## src/rtl/dring_pkg.sv

```systemverilog
package dring_pkg;
  localparam int WORD_W     = 32;
  localparam int OWN_BIT    = 31;
  localparam int EOR_BIT    = 25;
  localparam int CHAIN_BIT  = 24;
  localparam int CNT_LSB    = 16;
  localparam int ERR_BIT    = 15;
  localparam int DESC_BYTES = 16;

  typedef enum logic [2:0] {
    ST_STOP,
    ST_READ,
    ST_SUSP,
    ST_GIVE,
    ST_BUSY,
    ST_WB
  } walk_state_e;
endpackage

```

## src/rtl/dring_decode.sv

```systemverilog
module dring_decode
  import dring_pkg::*;
#(
  parameter int SIZE_W = 11
) (
  input  logic [WORD_W-1:0] word_i,
  output logic              own_o,
  output logic              eor_o,
  output logic              chain_o,
  output logic [SIZE_W-1:0] size_o
);
  logic unused_bits;

  assign own_o       = word_i[OWN_BIT];
  assign eor_o       = word_i[EOR_BIT];
  assign chain_o     = word_i[CHAIN_BIT];
  assign size_o      = word_i[SIZE_W-1:0];
  assign unused_bits = ^{word_i[30:26], word_i[23:SIZE_W]};
endmodule

```

## src/rtl/dring_next.sv

```systemverilog
module dring_next
  import dring_pkg::*;
#(
  parameter int AW = 32
) (
  input  logic [AW-1:0] cur_i,
  input  logic [AW-1:0] base_i,
  input  logic [AW-1:0] link_i,
  input  logic          eor_i,
  input  logic          chain_i,
  output logic [AW-1:0] next_o
);
  localparam logic [AW-1:0] STEP = AW'(DESC_BYTES);

  // end of ring outranks the link word
  always_comb begin
    if (eor_i)        next_o = base_i;
    else if (chain_i) next_o = link_i;
    else              next_o = cur_i + STEP;
  end
endmodule

```

## src/rtl/dring_status.sv

```systemverilog
module dring_status
  import dring_pkg::*;
#(
  parameter int SIZE_W = 11
) (
  input  logic [SIZE_W-1:0] cnt_i,
  input  logic              err_i,
  output logic [WORD_W-1:0] word_o
);
  always_comb begin
    word_o                       = '0;
    word_o[CNT_LSB +: SIZE_W]    = cnt_i;
    word_o[ERR_BIT]              = err_i;
  end
endmodule

```

## src/rtl/dring_ctrl.sv

```systemverilog
module dring_ctrl
  import dring_pkg::*;
#(
  parameter int AW     = 32,
  parameter int SIZE_W = 11
) (
  input  logic              clk_i,
  input  logic              rst_ni,
  input  logic              start_i,
  input  logic [AW-1:0]     base_addr_i,
  input  logic              poll_i,
  input  logic              mem_ack_i,
  input  logic [WORD_W-1:0] mem_rdata_i,
  input  logic              rd_own_i,
  input  logic              rd_eor_i,
  input  logic              rd_chain_i,
  input  logic [SIZE_W-1:0] rd_size_i,
  input  logic [AW-1:0]     next_i,
  input  logic [WORD_W-1:0] wb_word_i,
  input  logic              buf_ready_i,
  input  logic              done_i,
  input  logic [SIZE_W-1:0] done_count_i,
  input  logic              done_err_i,
  output logic              mem_req_o,
  output logic              mem_we_o,
  output logic [AW-1:0]     mem_addr_o,
  output logic [WORD_W-1:0] mem_wdata_o,
  output logic [AW-1:0]     cur_o,
  output logic [AW-1:0]     base_o,
  output logic [AW-1:0]     link_o,
  output logic              eor_o,
  output logic              chain_o,
  output logic [SIZE_W-1:0] cnt_o,
  output logic              err_o,
  output logic              buf_valid_o,
  output logic [AW-1:0]     buf_addr_o,
  output logic [SIZE_W-1:0] buf_size_o,
  output logic              idle_o,
  output logic              desc_done_o
);
  walk_state_e       state_q;
  logic [1:0]        wd_q;
  logic [AW-1:0]     cur_q, base_q, bufa_q, link_q;
  logic              eor_q, chain_q, err_q, done_q;
  logic [SIZE_W-1:0] size_q, cnt_q;
  logic unused_rdata;

  assign unused_rdata = ^mem_rdata_i;

  always_ff @(posedge clk_i or negedge rst_ni) begin
    if (!rst_ni) begin
      state_q <= ST_STOP;
      wd_q    <= '0;
      cur_q   <= '0;
      base_q  <= '0;
      bufa_q  <= '0;
      link_q  <= '0;
      eor_q   <= 1'b0;
      chain_q <= 1'b0;
      size_q  <= '0;
      cnt_q   <= '0;
      err_q   <= 1'b0;
      done_q  <= 1'b0;
    end else begin
      done_q <= 1'b0;
      unique case (state_q)
        ST_STOP: if (start_i) begin
          base_q  <= base_addr_i;
          cur_q   <= base_addr_i;
          wd_q    <= '0;
          state_q <= ST_READ;
        end
        ST_READ: if (mem_ack_i) begin
          unique case (wd_q)
            2'd0: begin
              if (!rd_own_i) state_q <= ST_SUSP;
              else           wd_q    <= 2'd1;
            end
            2'd1: begin
              eor_q   <= rd_eor_i;
              chain_q <= rd_chain_i;
              size_q  <= rd_size_i;
              wd_q    <= 2'd2;
            end
            2'd2: begin
              bufa_q <= mem_rdata_i[AW-1:0];
              wd_q   <= 2'd3;
            end
            default: begin
              link_q <= mem_rdata_i[AW-1:0];
              wd_q   <= 2'd0;
              if (size_q == '0) begin
                cnt_q   <= '0;
                err_q   <= 1'b0;
                state_q <= ST_WB;
              end else begin
                state_q <= ST_GIVE;
              end
            end
          endcase
        end
        ST_SUSP: if (poll_i) state_q <= ST_READ;
        ST_GIVE: if (buf_ready_i) state_q <= ST_BUSY;
        ST_BUSY: if (done_i) begin
          cnt_q   <= done_count_i;
          err_q   <= done_err_i;
          state_q <= ST_WB;
        end
        ST_WB: if (mem_ack_i) begin
          cur_q   <= next_i;
          done_q  <= 1'b1;
          state_q <= ST_READ;
        end
        default: state_q <= ST_STOP;
      endcase
    end
  end

  assign mem_req_o   = (state_q == ST_READ) || (state_q == ST_WB);
  assign mem_we_o    = (state_q == ST_WB);
  assign mem_addr_o  = cur_q + AW'({wd_q, 2'b00});
  assign mem_wdata_o = wb_word_i;
  assign cur_o       = cur_q;
  assign base_o      = base_q;
  assign link_o      = link_q;
  assign eor_o       = eor_q;
  assign chain_o     = chain_q;
  assign cnt_o       = cnt_q;
  assign err_o       = err_q;
  assign buf_valid_o = (state_q == ST_GIVE);
  assign buf_addr_o  = bufa_q;
  assign buf_size_o  = size_q;
  assign idle_o      = (state_q == ST_SUSP);
  assign desc_done_o = done_q;

  a_r9_req_hold: assert property (@(posedge clk_i) disable iff (!rst_ni)
    mem_req_o && !mem_ack_i |=> mem_req_o && $stable(mem_addr_o)
                                && $stable(mem_we_o) && $stable(mem_wdata_o));

  a_r4_wb_releases: assert property (@(posedge clk_i) disable iff (!rst_ni)
    mem_req_o && mem_we_o |-> !mem_wdata_o[OWN_BIT]);

  a_r4_done_after_write: assert property (@(posedge clk_i) disable iff (!rst_ni)
    desc_done_o |-> $past(mem_req_o && mem_we_o && mem_ack_i));

  a_r2_parked_quiet: assert property (@(posedge clk_i) disable iff (!rst_ni)
    idle_o |-> !mem_req_o && !buf_valid_o);

  a_r8_no_empty_offer: assert property (@(posedge clk_i) disable iff (!rst_ni)
    buf_valid_o |-> buf_size_o != '0);

  a_r3_offer_hold: assert property (@(posedge clk_i) disable iff (!rst_ni)
    buf_valid_o && !buf_ready_i |=> buf_valid_o && $stable(buf_addr_o)
                                    && $stable(buf_size_o));

  a_r5_wrap_to_base: assert property (@(posedge clk_i) disable iff (!rst_ni)
    mem_req_o && mem_we_o && mem_ack_i && eor_q |=> mem_addr_o == base_q);

  a_r10_base_fixed: assert property (@(posedge clk_i) disable iff (!rst_ni)
    state_q != ST_STOP && $past(state_q) != ST_STOP |-> $stable(base_q));
endmodule

```

## src/rtl/dring_walker.sv

```systemverilog
module dring_walker
  import dring_pkg::*;
#(
  parameter int AW     = 32,
  parameter int SIZE_W = 11
) (
  input  logic              clk_i,
  input  logic              rst_ni,
  input  logic              start_i,
  input  logic [AW-1:0]     base_addr_i,
  input  logic              poll_i,
  output logic              mem_req_o,
  output logic              mem_we_o,
  output logic [AW-1:0]     mem_addr_o,
  output logic [31:0]       mem_wdata_o,
  input  logic              mem_ack_i,
  input  logic [31:0]       mem_rdata_i,
  output logic              buf_valid_o,
  output logic [AW-1:0]     buf_addr_o,
  output logic [SIZE_W-1:0] buf_size_o,
  input  logic              buf_ready_i,
  input  logic              done_i,
  input  logic [SIZE_W-1:0] done_count_i,
  input  logic              done_err_i,
  output logic              idle_o,
  output logic              desc_done_o
);
  logic              rd_own, rd_eor, rd_chain;
  logic [SIZE_W-1:0] rd_size;
  logic [AW-1:0]     cur, base, link, next;
  logic              eor, chain, err;
  logic [SIZE_W-1:0] cnt;
  logic [WORD_W-1:0] wb_word;

  dring_decode #(.SIZE_W(SIZE_W)) u_decode (
    .word_i (mem_rdata_i),
    .own_o  (rd_own),
    .eor_o  (rd_eor),
    .chain_o(rd_chain),
    .size_o (rd_size)
  );

  dring_next #(.AW(AW)) u_next (
    .cur_i  (cur),
    .base_i (base),
    .link_i (link),
    .eor_i  (eor),
    .chain_i(chain),
    .next_o (next)
  );

  dring_status #(.SIZE_W(SIZE_W)) u_status (
    .cnt_i (cnt),
    .err_i (err),
    .word_o(wb_word)
  );

  dring_ctrl #(.AW(AW), .SIZE_W(SIZE_W)) u_ctrl (
    .clk_i       (clk_i),
    .rst_ni      (rst_ni),
    .start_i     (start_i),
    .base_addr_i (base_addr_i),
    .poll_i      (poll_i),
    .mem_ack_i   (mem_ack_i),
    .mem_rdata_i (mem_rdata_i),
    .rd_own_i    (rd_own),
    .rd_eor_i    (rd_eor),
    .rd_chain_i  (rd_chain),
    .rd_size_i   (rd_size),
    .next_i      (next),
    .wb_word_i   (wb_word),
    .buf_ready_i (buf_ready_i),
    .done_i      (done_i),
    .done_count_i(done_count_i),
    .done_err_i  (done_err_i),
    .mem_req_o   (mem_req_o),
    .mem_we_o    (mem_we_o),
    .mem_addr_o  (mem_addr_o),
    .mem_wdata_o (mem_wdata_o),
    .cur_o       (cur),
    .base_o      (base),
    .link_o      (link),
    .eor_o       (eor),
    .chain_o     (chain),
    .cnt_o       (cnt),
    .err_o       (err),
    .buf_valid_o (buf_valid_o),
    .buf_addr_o  (buf_addr_o),
    .buf_size_o  (buf_size_o),
    .idle_o      (idle_o),
    .desc_done_o (desc_done_o)
  );
endmodule

```

## config.mk

```make
export PLATFORM = sky130hd
export DESIGN_NAME = dring_walker
export DESIGN_NICKNAME = d
export VERILOG_FILES = /design/src/rtl/dring_pkg.sv /design/src/rtl/dring_decode.sv /design/src/rtl/dring_next.sv /design/src/rtl/dring_status.sv /design/src/rtl/dring_ctrl.sv /design/src/rtl/dring_walker.sv
export SDC_FILE = /design/constraint.sdc
export NUM_CORES = 1
export LEC_CHECK = 0
export BUFFER_PORTS_ARGS = -buffer_cell sky130_fd_sc_hd__buf_2
export CELL_PAD_IN_SITES_DETAIL_PLACEMENT = 1
export CELL_PAD_IN_SITES_GLOBAL_PLACEMENT = 2
export CORE_ASPECT_RATIO = 1.5
export CORE_MARGIN = 2
export CORE_UTILIZATION = 34
export CTS_CLUSTER_DIAMETER = 50
export DETAILED_ROUTE_END_ITERATION = 12
export PLACE_DENSITY = 0.9
export SETUP_SLACK_MARGIN = 0.1
export SLEW_MARGIN = 20
export SYNTH_ARGS = -nofsm -noshare
export SYNTH_HDL_FRONTEND = slang
export SYNTH_SLANG_ARGS = --single-unit
```

## constraint.sdc

```tcl
create_clock -name clk_i -period 1.9 [get_ports clk_i]
set_input_delay 0.095 -clock clk_i [delete_from_list [all_inputs] [get_ports clk_i]]
set_output_delay 0.095 -clock clk_i [all_outputs]
set_load 0.1 [all_outputs]
```

==> run_summary.xml <==
<?xml version="1.0" encoding="UTF-8"?>
<metrics>
  <group name="status">
    <metric name="outcome" unit="">finished with violations</metric>
    <metric name="violations" unit="">setup timing</metric>
  </group>
  <group name="critical_path">
    <metric name="path_buf_inv" unit="">2</metric>
    <metric name="crit_chain" unit="">ha_4 &gt; fa_2 &gt; buf_12 &gt; nand4_1 &gt; xnor2_4 &gt; buf_12</metric>
    <metric name="critical_path.startpoint" unit="">u_ctrl.wd_q[0]$_DFFE_PN0P_</metric>
    <metric name="crit_path_start_kind" unit="">flip-flop</metric>
    <metric name="cp_max_fo" unit="">5</metric>
    <metric name="criticalPathCategory" unit="">reg2out</metric>
    <metric name="worst_ep_arrival_time" unit="ps">2270</metric>
    <metric name="crit_path_frequent_cell" unit="">buf_12</metric>
    <metric name="rr_startpoint" unit="">u_ctrl.wd_q[0]$_DFFE_PN0P_</metric>
    <metric name="max_stage_delay" unit="ps">470</metric>
    <metric name="timing.critical_path.depth" unit="">6</metric>
    <metric name="cell_type_group_with_the_largest_total_delay_on_the_critical_path" unit="">adder cells</metric>
    <metric name="worst-endpoint-required" unit="ps">1800</metric>
    <metric name="rr_worst_depth" unit="">9</metric>
    <metric name="critPathSlowestCell" unit="">dfrtp_1</metric>
    <metric name="worstSetupEndpointType" unit="">output port</metric>
  </group>
  <group name="drt">
    <metric name="dr_total_vias" unit="">8275</metric>
    <metric name="detailedRoute.firstIterationViolations" unit="">477</metric>
    <metric name="route.antenna.remaining_nets" unit="">0</metric>
    <metric name="detail_route.first_pass.iterations" unit="">5</metric>
    <metric name="wl" unit="µm">36700</metric>
    <metric name="drt_drc_violations_left" unit="">0</metric>
    <metric name="wl_per_cell" unit="µm">24.3</metric>
    <metric name="avgViaCountPerCell" unit="">5.48</metric>
  </group>
  <group name="finish">
    <metric name="most-common-layout-cells" unit="">buf_2 (140), dfrtp_1 (137), nand2_1 (127)</metric>
    <metric name="ff_latch_area" unit="mm²">0.00402</metric>
    <metric name="leading_cell_type_in_the_layout_fill_and_taps_excluded" unit="">buf_2</metric>
    <metric name="layout.core_utilization" unit="%">58.1</metric>
    <metric name="area_growth" unit="%">69.3</metric>
    <metric name="layout.nets" unit="">1263</metric>
    <metric name="layout_cells_sized_above_1" unit="%">50.2</metric>
    <metric name="final_cells" unit="">1511</metric>
    <metric name="filler_cell_count" unit="">2534</metric>
    <metric name="multi_input_comb_area" unit="mm²">0.00524</metric>
  </group>
  <group name="global_routing">
    <metric name="antenna_found_initial" unit="">1</metric>
    <metric name="number_of_global_route_vias_before_repair" unit="">8890</metric>
    <metric name="globalRouteTotalUtil" unit="%">25.0</metric>
    <metric name="pin_count_of_the_biggest_net_entering_global_routing" unit="">44</metric>
    <metric name="overflow" unit="">0</metric>
    <metric name="grt_pass1_wl" unit="µm">49900</metric>
  </group>
  <group name="timing">
    <metric name="max_transition_margin" unit="%">57.2</metric>
    <metric name="setup-violations-final" unit="">79</metric>
    <metric name="final_max_slew_viol_count" unit="">0</metric>
    <metric name="clock.fmax" unit="GHz">0.423</metric>
    <metric name="hold_slack" unit="ps">62.4</metric>
    <metric name="min_period_over_period" unit="%">124</metric>
    <metric name="fin_skew" unit="ps">13.7</metric>
    <metric name="worst-slew-pin-transition" unit="ps">633</metric>
    <metric name="setup_repair_after_global_routing_missed_its_margin" unit="">true</metric>
    <metric name="period_needed" unit="ps">2360</metric>
    <metric name="fin_ws" unit="ps">-462</metric>
    <metric name="final_hold_viol_count" unit="">0</metric>
  </group>
  <group name="cts">
    <metric name="htree_num_levels" unit="">4</metric>
    <metric name="path_clk_slew" unit="ps">70</metric>
    <metric name="clock_tree_from_tritoncts" unit="">built</metric>
    <metric name="clk_latency" unit="ps">430</metric>
    <metric name="cts-buffers-inserted" unit="">17</metric>
    <metric name="cts.root.buffer_cell" unit="">clkbuf_16</metric>
    <metric name="clock-sinks" unit="">159</metric>
    <metric name="clock_path_buffers" unit="">2</metric>
  </group>
  <group name="place">
    <metric name="gp_routability_congestion" unit="">0.881</metric>
    <metric name="dp.final_hpwl" unit="µm">21500</metric>
    <metric name="port-buffer-count" unit="">174</metric>
    <metric name="dpl.cell_count" unit="">1345</metric>
  </group>
  <group name="synthesis">
    <metric name="synthFlopType" unit="">dfrtp_1</metric>
    <metric name="avgSynthCellArea" unit="µm²">10.1</metric>
    <metric name="synth_seq_area_share" unit="%">48.0</metric>
    <metric name="yosys_warnings" unit="">0</metric>
    <metric name="synth.distinct_cells" unit="">73</metric>
    <metric name="post_synth_inst_count" unit="">821</metric>
    <metric name="async_flop_share" unit="%">100</metric>
    <metric name="synth.ff_latch_count" unit="">159</metric>
    <metric name="synth_area" unit="mm²">0.00829</metric>
    <metric name="synth_enable_flop_cells" unit="">0</metric>
  </group>
  <group name="worst_hold_path">
    <metric name="holdPathStages" unit="">3</metric>
    <metric name="timing.hold.worst.start" unit="">base_addr_i[16]</metric>
    <metric name="min_path_type" unit="">in2reg</metric>
  </group>
  <group name="job">
    <metric name="drv_cap" unit="">0</metric>
  </group>
  <group name="floorplanning">
    <metric name="fp.coreArea" unit="mm²">0.0242</metric>
    <metric name="design.die.area" unit="mm²">0.0257</metric>
    <metric name="die_height" unit="µm">195</metric>
    <metric name="io_pins" unit="">195</metric>
    <metric name="dieWidth" unit="µm">132</metric>
    <metric name="initial_core_util" unit="%">34.3</metric>
    <metric name="row_count" unit="">70</metric>
  </group>
  <group name="power">
    <metric name="power.leakage" unit="nW">6.52</metric>
    <metric name="pwr_cell_area" unit="mW/mm²">2090</metric>
    <metric name="ir_drop" unit="mV">1.56</metric>
  </group>
</metrics>
-- metal layers --
metal	vias up	share of wire [%]	GRT usage (%)
met5	-	0	0
met4	0	6.0	12.6
met3	121	4.9	4.60
met2	370	54	46.0
met1	4204	35	27.3
li1	3580	-	-
-- logic make-up after synthesis --
| family | Yosys count | share of synthesized area [%] |
|---|---|---|
| simple gates | 272 | 15.9 |
| flops | 159 | 48.0 |
| xor+xnor | 35 | 3.70 |
| other cells | 1 | 0.0452 |
| mux | 82 | 11.1 |
| buf+inv | 102 | 6.59 |
| fa+ha+maj | 8 | 1.30 |
| compound gates | 162 | 13.4 |
-- sequential cells by signal, summed over array words and instances (netlist names) --
name / cells
u_ctrl.cur_o: 32
u_ctrl.eor_o: 1
u_ctrl.desc_done_o: 1
u_ctrl.state_q: 3
u_ctrl.wd_q: 2
u_ctrl.cnt_o: 11
u_ctrl.link_o: 32
u_ctrl.buf_addr_o: 32
u_ctrl.buf_size_o: 11
u_ctrl.err_o: 1
u_ctrl.chain_o: 1
u_ctrl.base_o: 32
-- synthesized netlist by cell type (3+ instances only) --
library cell  number  area [µm²]
a21boi_0           3        22.5
a21oi_1           28         140
a221o_1            4        40.0
a22o_1            12         105
a31o_2             3        26.3
a31oi_1           22         138
a41o_1             3        30.0
and2_1             5        31.3
and3_1             7        43.8
and4_1             4        35.0
buf_1              8        30.0
buf_2             17        85.1
buf_4             33         248
clkbuf_1          25        93.8
dfrtp_1          159        3980
ha_1               7        87.6
inv_1             16        60.1
mux2_1             5        56.3
mux2_2            72         811
mux2i_1            5        50.1
nand2_1          140         526
nand3_1           29         145
nand4_1            6        37.5
nor2_1            36         135
nor2b_1            3        18.8
nor3_1             8        40.0
nor4_1             8        50.1
o211ai_1           9        67.6
o21a_1             4        30.0
o21ai_0           29         145
o221ai_1           7        61.3
o22ai_1           11        68.8
o311ai_0           3        26.3
xnor2_1           25         219
xor2_1            10        87.6
-- tightest hold or removal path: stages --
cell and delay (ps):
buf_2 110, nand2_1 140, a31oi_1 110
-- path summary, 6_finish.rpt --
check / to / slack [ps]
min in group asynchronous: u_ctrl.buf_addr_o[14]$_DFFE_PN0P_ / 190
worst min register to register: u_ctrl.base_o[22]$_DFFE_PN0P_ / 490
worst min-delay path: u_ctrl.cur_o[16]$_DFFE_PN0P_ / 60
worst max-delay path: mem_addr_o[12] / -460
max in group asynchronous: u_ctrl.cur_o[4]$_DFFE_PN0P_ / 1060
worst max register to register: u_ctrl.state_q[1]$_DFFE_PN0P_ / -170
-- report_power, final --
part	internal, W	switching, W
combinational	0.00672	0.0128
sequential	0.00504	0.00127
clock	0.00190	0.00155
-- final cells by class --
| class | instances | area share, % |
|---|---|---|
| antenna | 2 | 0.0356 |
| clock buffer | 19 | 3.23 |
| clock inverter | 13 | 0.900 |
| inverter | 17 | 0.606 |
| multi-input combinational | 579 | 37.3 |
| sequential | 159 | 28.7 |
| tap | 324 | 2.89 |
| timing repair buffer | 398 | 26.3 |
-- through the flow --
stage	cell area [µm²]	setup WS, ps	TNS [ps]	total power, W
detailed placement	11300	-27.7	-32.2	0.0232
global route	14000	-511	-14330	0.0303
floorplan	9260	-209	-2170	0.0183
global placement	11300	24.4	0	0.0228
CTS	13200	-406	-8510	0.0276
finish	14000	-462	-12710	0.0293
-- timing repair --
item                       4_1_cts  5_1_grt
hold buffers                    74        0
setup endpoints to repair      112      125
resized for setup               60      127
gates cloned                     1       10
hold endpoints to repair       226        0
buffers inserted                27       23
pin swaps                       46       60
No activity file was read; power rests on OpenSTA's default activity.
